`src/rtl/io_xlate_pkg.sv`:
```
package io_xlate_pkg;
  typedef enum logic [1:0] {
    SZ_BYTE = 2'd0,
    SZ_HALF = 2'd1,
    SZ_WORD = 2'd2,
    SZ_WRD3 = 2'd3
  } xfer_size_e;

  typedef enum logic [1:0] {
    ST_IDLE = 2'd0,
    ST_IO   = 2'd1,
    ST_IACK = 2'd2
  } xlate_state_e;
endpackage

```
`src/rtl/io_region_decode.sv`:
```
module io_region_decode #(
  parameter int               ADDR_W    = 32,
  parameter int               WIN_LOG2  = 23,
  parameter logic [31:0]      WIN_BASE  = 32'h8000_0000,
  parameter logic [31:0]      IACK_ADDR = 32'hBFFF_FFF0
) (
  input  logic [ADDR_W-1:0] addr,
  output logic              win_hit,
  output logic              iack_hit
);
  localparam int TAG_W = ADDR_W - WIN_LOG2;
  localparam logic [TAG_W-1:0] WIN_TAG = WIN_BASE[ADDR_W-1:WIN_LOG2];

  assign win_hit  = (addr[ADDR_W-1:WIN_LOG2] == WIN_TAG);
  assign iack_hit = (addr == IACK_ADDR[ADDR_W-1:0]);
endmodule

```
`src/rtl/io_addr_map.sv`:
```
module io_addr_map #(
  parameter int ADDR_W     = 32,
  parameter int IO_ADDR_W  = 16,
  parameter int WIN_LOG2   = 23,
  parameter int PAGE_SHIFT = 12,
  parameter int FOLD       = 7,
  parameter int LOW_BITS   = 5
) (
  input  logic [ADDR_W-1:0]    addr,
  input  logic                 noncontig,
  output logic [IO_ADDR_W-1:0] io_addr
);
  localparam logic [ADDR_W-1:0] ONE       = ADDR_W'(1);
  localparam logic [ADDR_W-1:0] LOW_MASK  = (ONE << LOW_BITS) - ONE;
  localparam logic [ADDR_W-1:0] PAGE_MASK = (ONE << WIN_LOG2) - (ONE << PAGE_SHIFT);

  logic [IO_ADDR_W-1:0] flat_addr;
  logic [IO_ADDR_W-1:0] fold_addr;

  assign flat_addr = addr[IO_ADDR_W-1:0];
  assign fold_addr = IO_ADDR_W'((addr & LOW_MASK) | ((addr & PAGE_MASK) >> FOLD));
  assign io_addr   = noncontig ? fold_addr : flat_addr;
endmodule

```
`src/rtl/io_lane_swap.sv`:
```
module io_lane_swap
  import io_xlate_pkg::*;
#(
  parameter int DATA_W = 32
) (
  input  logic [DATA_W-1:0] din,
  input  logic [1:0]        size,
  input  logic              swap_en,
  output logic [DATA_W-1:0] dout
);
  localparam int NB = DATA_W / 8;

  logic [DATA_W-1:0] word_rev;
  logic [DATA_W-1:0] half_val;
  logic [DATA_W-1:0] byte_val;

  for (genvar g = 0; g < NB; g++) begin : g_lane
    assign word_rev[g*8 +: 8] = din[(NB-1-g)*8 +: 8];
  end

  always_comb begin
    half_val       = '0;
    half_val[15:0] = swap_en ? {din[7:0], din[15:8]} : din[15:0];
    byte_val       = '0;
    byte_val[7:0]  = din[7:0];
  end

  always_comb begin
    case (xfer_size_e'(size))
      SZ_BYTE: dout = byte_val;
      SZ_HALF: dout = half_val;
      default: dout = swap_en ? word_rev : din;
    endcase
  end
endmodule

```
`src/rtl/io_window_xlate.sv`:
```
module io_window_xlate
  import io_xlate_pkg::*;
#(
  parameter int          ADDR_W     = 32,
  parameter int          DATA_W     = 32,
  parameter int          IO_ADDR_W  = 16,
  parameter int          VEC_W      = 8,
  parameter int          WIN_LOG2   = 23,
  parameter int          PAGE_SHIFT = 12,
  parameter int          FOLD       = 7,
  parameter int          LOW_BITS   = 5,
  parameter logic [31:0] WIN_BASE   = 32'h8000_0000,
  parameter logic [31:0] IACK_ADDR  = 32'hBFFF_FFF0
) (
  input  logic                 clk,
  input  logic                 rst_n,
  input  logic                 cpu_req,
  input  logic                 cpu_we,
  input  logic [ADDR_W-1:0]    cpu_addr,
  input  logic [1:0]           cpu_size,
  input  logic [DATA_W-1:0]    cpu_wdata,
  input  logic                 map_noncontig,
  input  logic                 big_endian,
  output logic [DATA_W-1:0]    cpu_rdata,
  output logic                 cpu_ready,
  output logic                 io_req,
  output logic                 io_we,
  output logic [IO_ADDR_W-1:0] io_addr,
  output logic [1:0]           io_size,
  output logic [DATA_W-1:0]    io_wdata,
  input  logic [DATA_W-1:0]    io_rdata,
  input  logic                 io_ack,
  output logic                 iack_req,
  input  logic [VEC_W-1:0]     iack_vec,
  input  logic                 iack_ack
);
  localparam int VEC_PAD = DATA_W - VEC_W;

  xlate_state_e         state_q, state_d;
  logic                 io_req_q, io_req_d;
  logic                 io_we_q, io_we_d;
  logic [IO_ADDR_W-1:0] io_addr_q, io_addr_d;
  logic [1:0]           io_size_q, io_size_d;
  logic [DATA_W-1:0]    io_wdata_q, io_wdata_d;
  logic                 iack_req_q, iack_req_d;
  logic                 ready_q, ready_d;
  logic [DATA_W-1:0]    rdata_q, rdata_d;
  logic [1:0]           size_q, size_d;
  logic                 be_q, be_d;

  logic                 win_hit, iack_hit;
  logic [IO_ADDR_W-1:0] mapped_addr;
  logic [DATA_W-1:0]    wr_swapped;
  logic [DATA_W-1:0]    rd_source;
  logic [DATA_W-1:0]    rd_swapped;
  logic                 take_req;

  io_region_decode #(
    .ADDR_W   (ADDR_W),
    .WIN_LOG2 (WIN_LOG2),
    .WIN_BASE (WIN_BASE),
    .IACK_ADDR(IACK_ADDR)
  ) u_decode (
    .addr    (cpu_addr),
    .win_hit (win_hit),
    .iack_hit(iack_hit)
  );

  io_addr_map #(
    .ADDR_W    (ADDR_W),
    .IO_ADDR_W (IO_ADDR_W),
    .WIN_LOG2  (WIN_LOG2),
    .PAGE_SHIFT(PAGE_SHIFT),
    .FOLD      (FOLD),
    .LOW_BITS  (LOW_BITS)
  ) u_map (
    .addr     (cpu_addr),
    .noncontig(map_noncontig),
    .io_addr  (mapped_addr)
  );

  io_lane_swap #(.DATA_W(DATA_W)) u_wr_swap (
    .din    (cpu_wdata),
    .size   (cpu_size),
    .swap_en(big_endian),
    .dout   (wr_swapped)
  );

  assign rd_source = (state_q == ST_IACK) ? {{VEC_PAD{1'b0}}, iack_vec} : io_rdata;

  io_lane_swap #(.DATA_W(DATA_W)) u_rd_swap (
    .din    (rd_source),
    .size   (size_q),
    .swap_en(be_q),
    .dout   (rd_swapped)
  );

  assign take_req = (state_q == ST_IDLE) && cpu_req;

  always_comb begin
    state_d    = state_q;
    io_req_d   = io_req_q;
    io_we_d    = io_we_q;
    io_addr_d  = io_addr_q;
    io_size_d  = io_size_q;
    io_wdata_d = io_wdata_q;
    iack_req_d = iack_req_q;
    size_d     = size_q;
    be_d       = be_q;
    ready_d    = 1'b0;
    rdata_d    = '0;
    case (state_q)
      ST_IDLE: begin
        if (take_req) begin
          size_d = cpu_size;
          be_d   = big_endian;
          if (win_hit) begin
            state_d    = ST_IO;
            io_req_d   = 1'b1;
            io_we_d    = cpu_we;
            io_addr_d  = mapped_addr;
            io_size_d  = cpu_size;
            io_wdata_d = cpu_we ? wr_swapped : '0;
          end else if (iack_hit && !cpu_we) begin
            state_d    = ST_IACK;
            iack_req_d = 1'b1;
          end else begin
            ready_d = 1'b1;
          end
        end
      end
      ST_IO: begin
        if (io_ack) begin
          state_d  = ST_IDLE;
          io_req_d = 1'b0;
          ready_d  = 1'b1;
          rdata_d  = io_we_q ? '0 : rd_swapped;
        end
      end
      ST_IACK: begin
        if (iack_ack) begin
          state_d    = ST_IDLE;
          iack_req_d = 1'b0;
          ready_d    = 1'b1;
          rdata_d    = rd_swapped;
        end
      end
      default: begin
        state_d    = ST_IDLE;
        io_req_d   = 1'b0;
        iack_req_d = 1'b0;
      end
    endcase
  end

  always_ff @(posedge clk or negedge rst_n) begin
    if (!rst_n) begin
      state_q    <= ST_IDLE;
      io_req_q   <= 1'b0;
      io_we_q    <= 1'b0;
      io_addr_q  <= '0;
      io_size_q  <= '0;
      io_wdata_q <= '0;
      iack_req_q <= 1'b0;
      ready_q    <= 1'b0;
      rdata_q    <= '0;
      size_q     <= '0;
      be_q       <= 1'b0;
    end else begin
      state_q    <= state_d;
      io_req_q   <= io_req_d;
      iack_req_q <= iack_req_d;
      ready_q    <= ready_d;
      rdata_q    <= rdata_d;
      if (take_req) begin
        io_we_q    <= io_we_d;
        io_addr_q  <= io_addr_d;
        io_size_q  <= io_size_d;
        io_wdata_q <= io_wdata_d;
        size_q     <= size_d;
        be_q       <= be_d;
      end
    end
  end

  assign cpu_rdata = rdata_q;
  assign cpu_ready = ready_q;
  assign io_req    = io_req_q;
  assign io_we     = io_we_q;
  assign io_addr   = io_addr_q;
  assign io_size   = io_size_q;
  assign io_wdata  = io_wdata_q;
  assign iack_req  = iack_req_q;
endmodule

```
`config.mk`:
```
export PLATFORM = sky130hd
export DESIGN_NAME = io_window_xlate
export DESIGN_NICKNAME = d
export VERILOG_FILES = /design/src/rtl/io_xlate_pkg.sv /design/src/rtl/io_region_decode.sv /design/src/rtl/io_addr_map.sv /design/src/rtl/io_lane_swap.sv /design/src/rtl/io_window_xlate.sv
export SDC_FILE = /design/constraint.sdc
export NUM_CORES = 1
export LEC_CHECK = 0
export BUFFER_PORTS_ARGS = -buffer_cell sky130_fd_sc_hd__buf_2
export CAP_MARGIN = 30
export CORE_MARGIN = 4
export CORE_UTILIZATION = 30
export DETAILED_ROUTE_END_ITERATION = 7
export REMOVE_ABC_BUFFERS = 1
export SLEW_MARGIN = 20
export SYNTH_ARGS = -nofsm -noshare
export SYNTH_HDL_FRONTEND = slang
export SYNTH_SLANG_ARGS = --single-unit
export TNS_END_PERCENT = 1
```
`constraint.sdc`:
```
create_clock -name clk -period 5 [get_ports clk]
set_input_delay 0 -clock clk [delete_from_list [all_inputs] [get_ports clk]]
set_output_delay 0 -clock clk [all_outputs]
set_load 0.005 [all_outputs]
```
### Yosys cells after proc, flatten, opt, wreduce, memory -nomap -nowiden

Cells that the tools add are included.

| operators by class | value |
|---|---|
| eq/ne operators | 13 |
| mux-type cells | 34 |
| bitwise logic cells | 3 |
| reductions and logical operators | 11 |

Operator list:

| cell | count |
|---|---|
| $mux 32 | 7 |
| $pmux 32 s2 | 3 |
| $mux 16 | 3 |
| $eq 32x32->1 const B | 1 |
| $or 5x16->16 | 1 |
| $mux 1 | 12 |
| $mux 2 | 5 |
| $eq 9x9->1 const B | 1 |
| $pmux 1 s3 | 3 |
| $ne 2x2->1 const B | 4 |
| $reduce_and 4->1 | 2 |
| $eq 2x1->1 const B | 3 |
| $logic_not 2->1 | 3 |
| $pmux 2 s3 | 1 |
| $reduce_and 5->1 | 1 |
| $ne 2x1->1 const B | 2 |
| $ne 3x1->1 const B | 1 |
| $reduce_and 3->1 | 1 |
| $eq 2x2->1 const B | 1 |
| $logic_and 1x1->1 | 2 |
| $not 1->1 | 2 |
| $reduce_and 2->1 | 1 |
| $logic_not 1->1 | 1 |

| storage, ports and cells | value |
|---|---|
| flip-flop bits (word level) | 91 |
| output and inout port bits | 86 |
| logic and storage cells | 72 |

### Depth between registers and ports, before layout

| logic depth | value |
|---|---|
| depth after elaboration | 7 |
| depth in mapped cells | 9 |

### Cells and area by module

A second synthesis with hierarchy kept.

| second synthesis, totals | value |
|---|---|
| cells, all modules | 527 |
| area, all modules | 5555.3 sq um |

By module, submodules not included:

| module | instances | cells each | area an instance (sq um) | seq. area each (sq um) |
|---|---|---|---|---|
| io_window_xlate | 1 | 330 | 3793.6 | 2277.2 |
| io_lane_swap | 2 | 83 | 724.4 | 0.0 |
| io_addr_map | 1 | 17 | 210.2 | 0.0 |
| io_region_decode | 1 | 14 | 102.6 | 0.0 |

### Worst setup path before layout

No wires, ideal clock.

| path | value |
|---|---|
| path kind | reg-to-reg |
| from | reg state_q[0] |
| to | reg io_addr_q[4] (netlist: io_addr[4]) |
| setup time | 0.125 ns |
| data arrival time | 1.697 ns |
| path slack | 3.178 ns |
| cell stages (with the launch flop) | 8 |
| path buffers | 2 |
| period minus slack after synthesis | 1.822 ns |
| cell sequence | dfrtp_1 -> inv_1 -> ha_1 -> clkbuf_2 -> and2_1 -> nand4_1 -> clkbuf_1 -> mux2_2 |

| on the way | value |
|---|---|
| cells in the longest elaborated chain, start to end | 3 |

Ends and longest elaborated chain:

| what | RTL line | text |
|---|---|---|
| from (decl) | io_window_xlate.sv:39 | `xlate_state_e state_q, state_d;` |
| from (signal assigned) | io_window_xlate.sv:170 | `state_q <= state_d;` |
| $logic_not 2->1 * | io_window_xlate.sv:98, io_window_xlate.sv:112 |  |
| $logic_and 1x1->1 | io_window_xlate.sv:98 | `assign take_req = (state_q == ST_IDLE) && cpu_req;` |
| $reduce_and 3->1 (no line) * | - |  |
| to (signal assigned) | io_window_xlate.sv:177 | `io_addr_q <= io_addr_d;` |
| to (decl) | io_window_xlate.sv:42 | `logic [IO_ADDR_W-1:0] io_addr_q, io_addr_d;` |

Mark *: on every way between the ends. The rest lies on a longest branch, timed or not.
A chain may end at the register's enable or synchronous reset.

### Final worst setup path

| path | value |
|---|---|
| from | reg state_q[0] |
| to | reg io_wdata_q[18] (netlist: io_wdata[18]) |

| on the way | value |
|---|---|
| cells in the longest elaborated chain, start to end | 3 |

Ends and longest elaborated chain:

| what | RTL line | text |
|---|---|---|
| $logic_not 2->1 * | io_window_xlate.sv:98, io_window_xlate.sv:112 |  |
| $logic_and 1x1->1 | io_window_xlate.sv:98 |  |
| $reduce_and 3->1 (no line) * | - |  |
| to (signal assigned) | io_window_xlate.sv:179 | `io_wdata_q <= io_wdata_d;` |
| to (decl) | io_window_xlate.sv:44 | `logic [DATA_W-1:0] io_wdata_q, io_wdata_d;` |

Marked as above.

==> qor.yml <==
place:
  numPortBuffers: 199
  globalplace.congestion: 0.860
  pre_cts_ws_ns: 2.10
  dpl_cell_area_mm2: 0.00602
  place_hpwl_mm: 11.4
synth:
  yosys-mux-area-fraction_pct: 15.4
  synth_top_family_by_area: "compound AO/OA/AOI/OAI gates"
  synth-simple-area-share_pct: 15.8
  synth_cell_type_count: 50
  syn_inst: 496
  yosys_warnings: 0
  ys_seq_area_share_pct: 46.5
  synth_ff_type: "dfrtp_1"
  ys_top_cells_by_count: "dfrtp_1, mux2i_1, nand2_1"
  ys_ff_latch: 91
  synth_xor_area_share_pct: 0
  syn_area_per_cell_um2: 9.88
  synth_fa_ha_area_share_pct: 1.02
  synthArstFlopShare_pct: 100
  yosysTopAreaCell: "dfrtp_1"
  synth_area_leaders: "dfrtp_1, mux2i_1, mux2_2"
  synth_compound_area_share_pct: 17.2
  yosys.area.top_type_share_pct: 46.5
  syn_area_mm2: 0.00490
  synth_enable_flop_cells: 0
  yosysMostFrequentCell: "dfrtp_1"
cts:
  clkSinkCount: 91
  clkTransAtPathRegs_ns: 0.06
  postCtsSetupRepairBufs: 0
  htree_levels: 3
  root_buffer: "clkbuf_16"
  tritoncts: "done"
  numCtsBuffers: 9
  ctsLongestPathBuffers: 2
  clk_latency_ns: 0.34
critical_path:
  crit_type: "reg2reg"
  crit_path_end: "io_wdata[18]"
  critPathLaunchType: "register"
  worstSetupStartpoint: "state_q[0]"
  end_kind: "register"
  reg2reg_slack_ns: 2.08
  cp.arrival_ns: 3.17
  timing.rr.end: "io_wdata[18]"
  r2r-start: "state_q[0]"
  rr_worst_depth: 7
  required_ns: 5.26
  crit_fanout: 31
layout:
  final_util_pct: 45.0
  n_antenna_cell: 0
  final_nets: 870
  area_growth_pct: 46.4
  fillers: 1539
  stdcell_area_mm2: 0.00717
  drive_gt1_share_pct: 32.4
pwr:
  p_leak_nw: 3.65
  switching_share_pct: 30.5
  pwr-share-clk_pct: 32.9
  pwr-share-seq_pct: 37.0
  p_per_area_mw_per_mm2: 310
  combPwrFrac_pct: 30.2
  peakVddDrop_mv: 0.153
  switching_power_w: 0.000680
  internal-power_w: 0.00155
route:
  detail-route-antenna-nets: 0
  vias: 4857
  wirelength_mm: 16.2
  drcViolationCount: 0
  routedWlPerCell_um: 16.7
  vias_per_cell: 5.00
  drt_first_pass_iters: 4
  drt_iter0_drc: 216
floorplanning:
  die_width_um: 136
  core_mm2: 0.0159
  start_util_pct: 30.7
  floorplan.die_area_mm2: 0.0184
  die_h_um: 136
  io_pins: 200
  fp-row-count: 46
global_route:
  first_global_vias: 4998
  groute.usage.overall_pct: 17.1
  grt_overflow: 0
  antenna_found_initial: 0
  grt_pass1_wl_mm: 25.3
  grt_start_max_net_pins: 56
sta:
  drv_slew: 0
  max_freq_mhz: 343
  rsz0062_at_grt: "false"
  setup_violations: 0
  finalCriticalPeriod_ns: 2.92
  worstMarginPinSlew_ns: 0.869
  layout_setup_ws_ns: 2.08
  finalCritPeriodShare_pct: 58.3
  hold_viol_final: 0
  finClkSkew_ns: 0.00597
  tns_ns: 0
  slew_headroom_pct: 41.8
hold_path:
  hold_class: "in2reg"
outcome:
  status: "complete, no violations"
run:
  cap_viol_max_count: 0
-- through the flow --
step	power [W]	std cells	hold slack [ns]
after floorplan	0.00119	458	-0.296
after global placement	0.00139	877	0.0134
after detailed placement	0.00140	877	0.00797
after CTS	0.00222	969	0.000219
after global routing	0.00235	972	0.00261
final	0.00223	972	0.0147
-- critical path: stages, from the launching register on --
cell     delay [ns]
dfrtp_1        0.41
inv_1          0.13
ha_1           0.31
and2_1         0.24
nand4_1        0.57
buf_4          0.48
or3_4          0.49
o21ai_1        0.19
-- power by group through the flow --
stage                     clock [W]  sequential [W]  combinational [W]
after floorplan                   0        0.000877           0.000315
after global placement            0        0.000903           0.000487
after detailed placement          0        0.000905           0.000497
after CTS                  0.000758        0.000892           0.000568
after global routing       0.000787        0.000828           0.000740
final                      0.000731        0.000823           0.000671
-- layer usage --
layer / routed length, um / vias up / global-route usage, %
met3: 1040 / 23 / 3.68
met1: 6930 / 2343 / 22.1
met5: 0 / - / 0
met4: 302 / 0 / 6.05
li1: - / 2330 / -
met2: 7920 / 161 / 28.6
-- cells in the final DEF, fill, tap and decap left out, drive strengths merged, types with 9 or more instances in the layout --
cell type / n
a211oi: 14
a21oi: 21
buf: 206
clkbuf: 9
dfrtp: 91
dlygate4sd3: 77
mux2: 18
mux2i: 53
nand2: 40
nand2b: 13
nand3: 10
nand4: 9
nor2: 36
nor3b: 10
o21ai: 52
-- logic make-up (layout without fill, tap and decap cells) --
group           count (synthesis)  after routing
compound gates                135            135
flops                          91             91
buf+inv                        45            305
fa+ha+maj                       4              4
simple gates                  149            149
mux                            72             72
-- how the worst min path moves through the flow --
stage | to | cells after the start | startpoint | slack, ns
floorplan | be_q | 0 | rst_n | -0.30
global placement | cpu_rdata[6] | 1 | rst_n | 0.01
detailed placement | cpu_rdata[6] | 1 | rst_n | 0.008
CTS | io_wdata[18] | 3 | cpu_wdata[10] | 0.0002
global route | io_wdata[14] | 3 | cpu_wdata[14] | 0.003
finish | io_wdata[18] | 3 | cpu_wdata[10] | 0.01
-- what timing repair did --
| action | 4_1_cts | 5_1_grt |
|---|---|---|
| gates resized for setup | 0 | 0 |
| hold endpoints to repair | 94 | 0 |
| endpoints found under the setup margin | 0 | 0 |
| hold buffers | 77 | 0 |
-- final cells by class --
type / count / area [um2] / share of cell area (%)
clock buffer: 9 / 225 / 3.14
sequential: 91 / 2280 / 31.8
timing repair buffer: 283 / 1860 / 26.0
tap: 216 / 270 / 3.77
inverter: 7 / 26.3 / 0.366
clock inverter: 6 / 90.1 / 1.26
multi-input combinational: 360 / 2420 / 33.8
-- registers in the layout (all words and copies together) (netlist names), 2 cells and up --
| name | cells |
|---|---|
| cpu_rdata | 32 |
| io_size | 2 |
| io_addr | 16 |
| state_q | 2 |
| io_wdata | 32 |
| size_q | 2 |
Power figures use the tool's default switching activity.
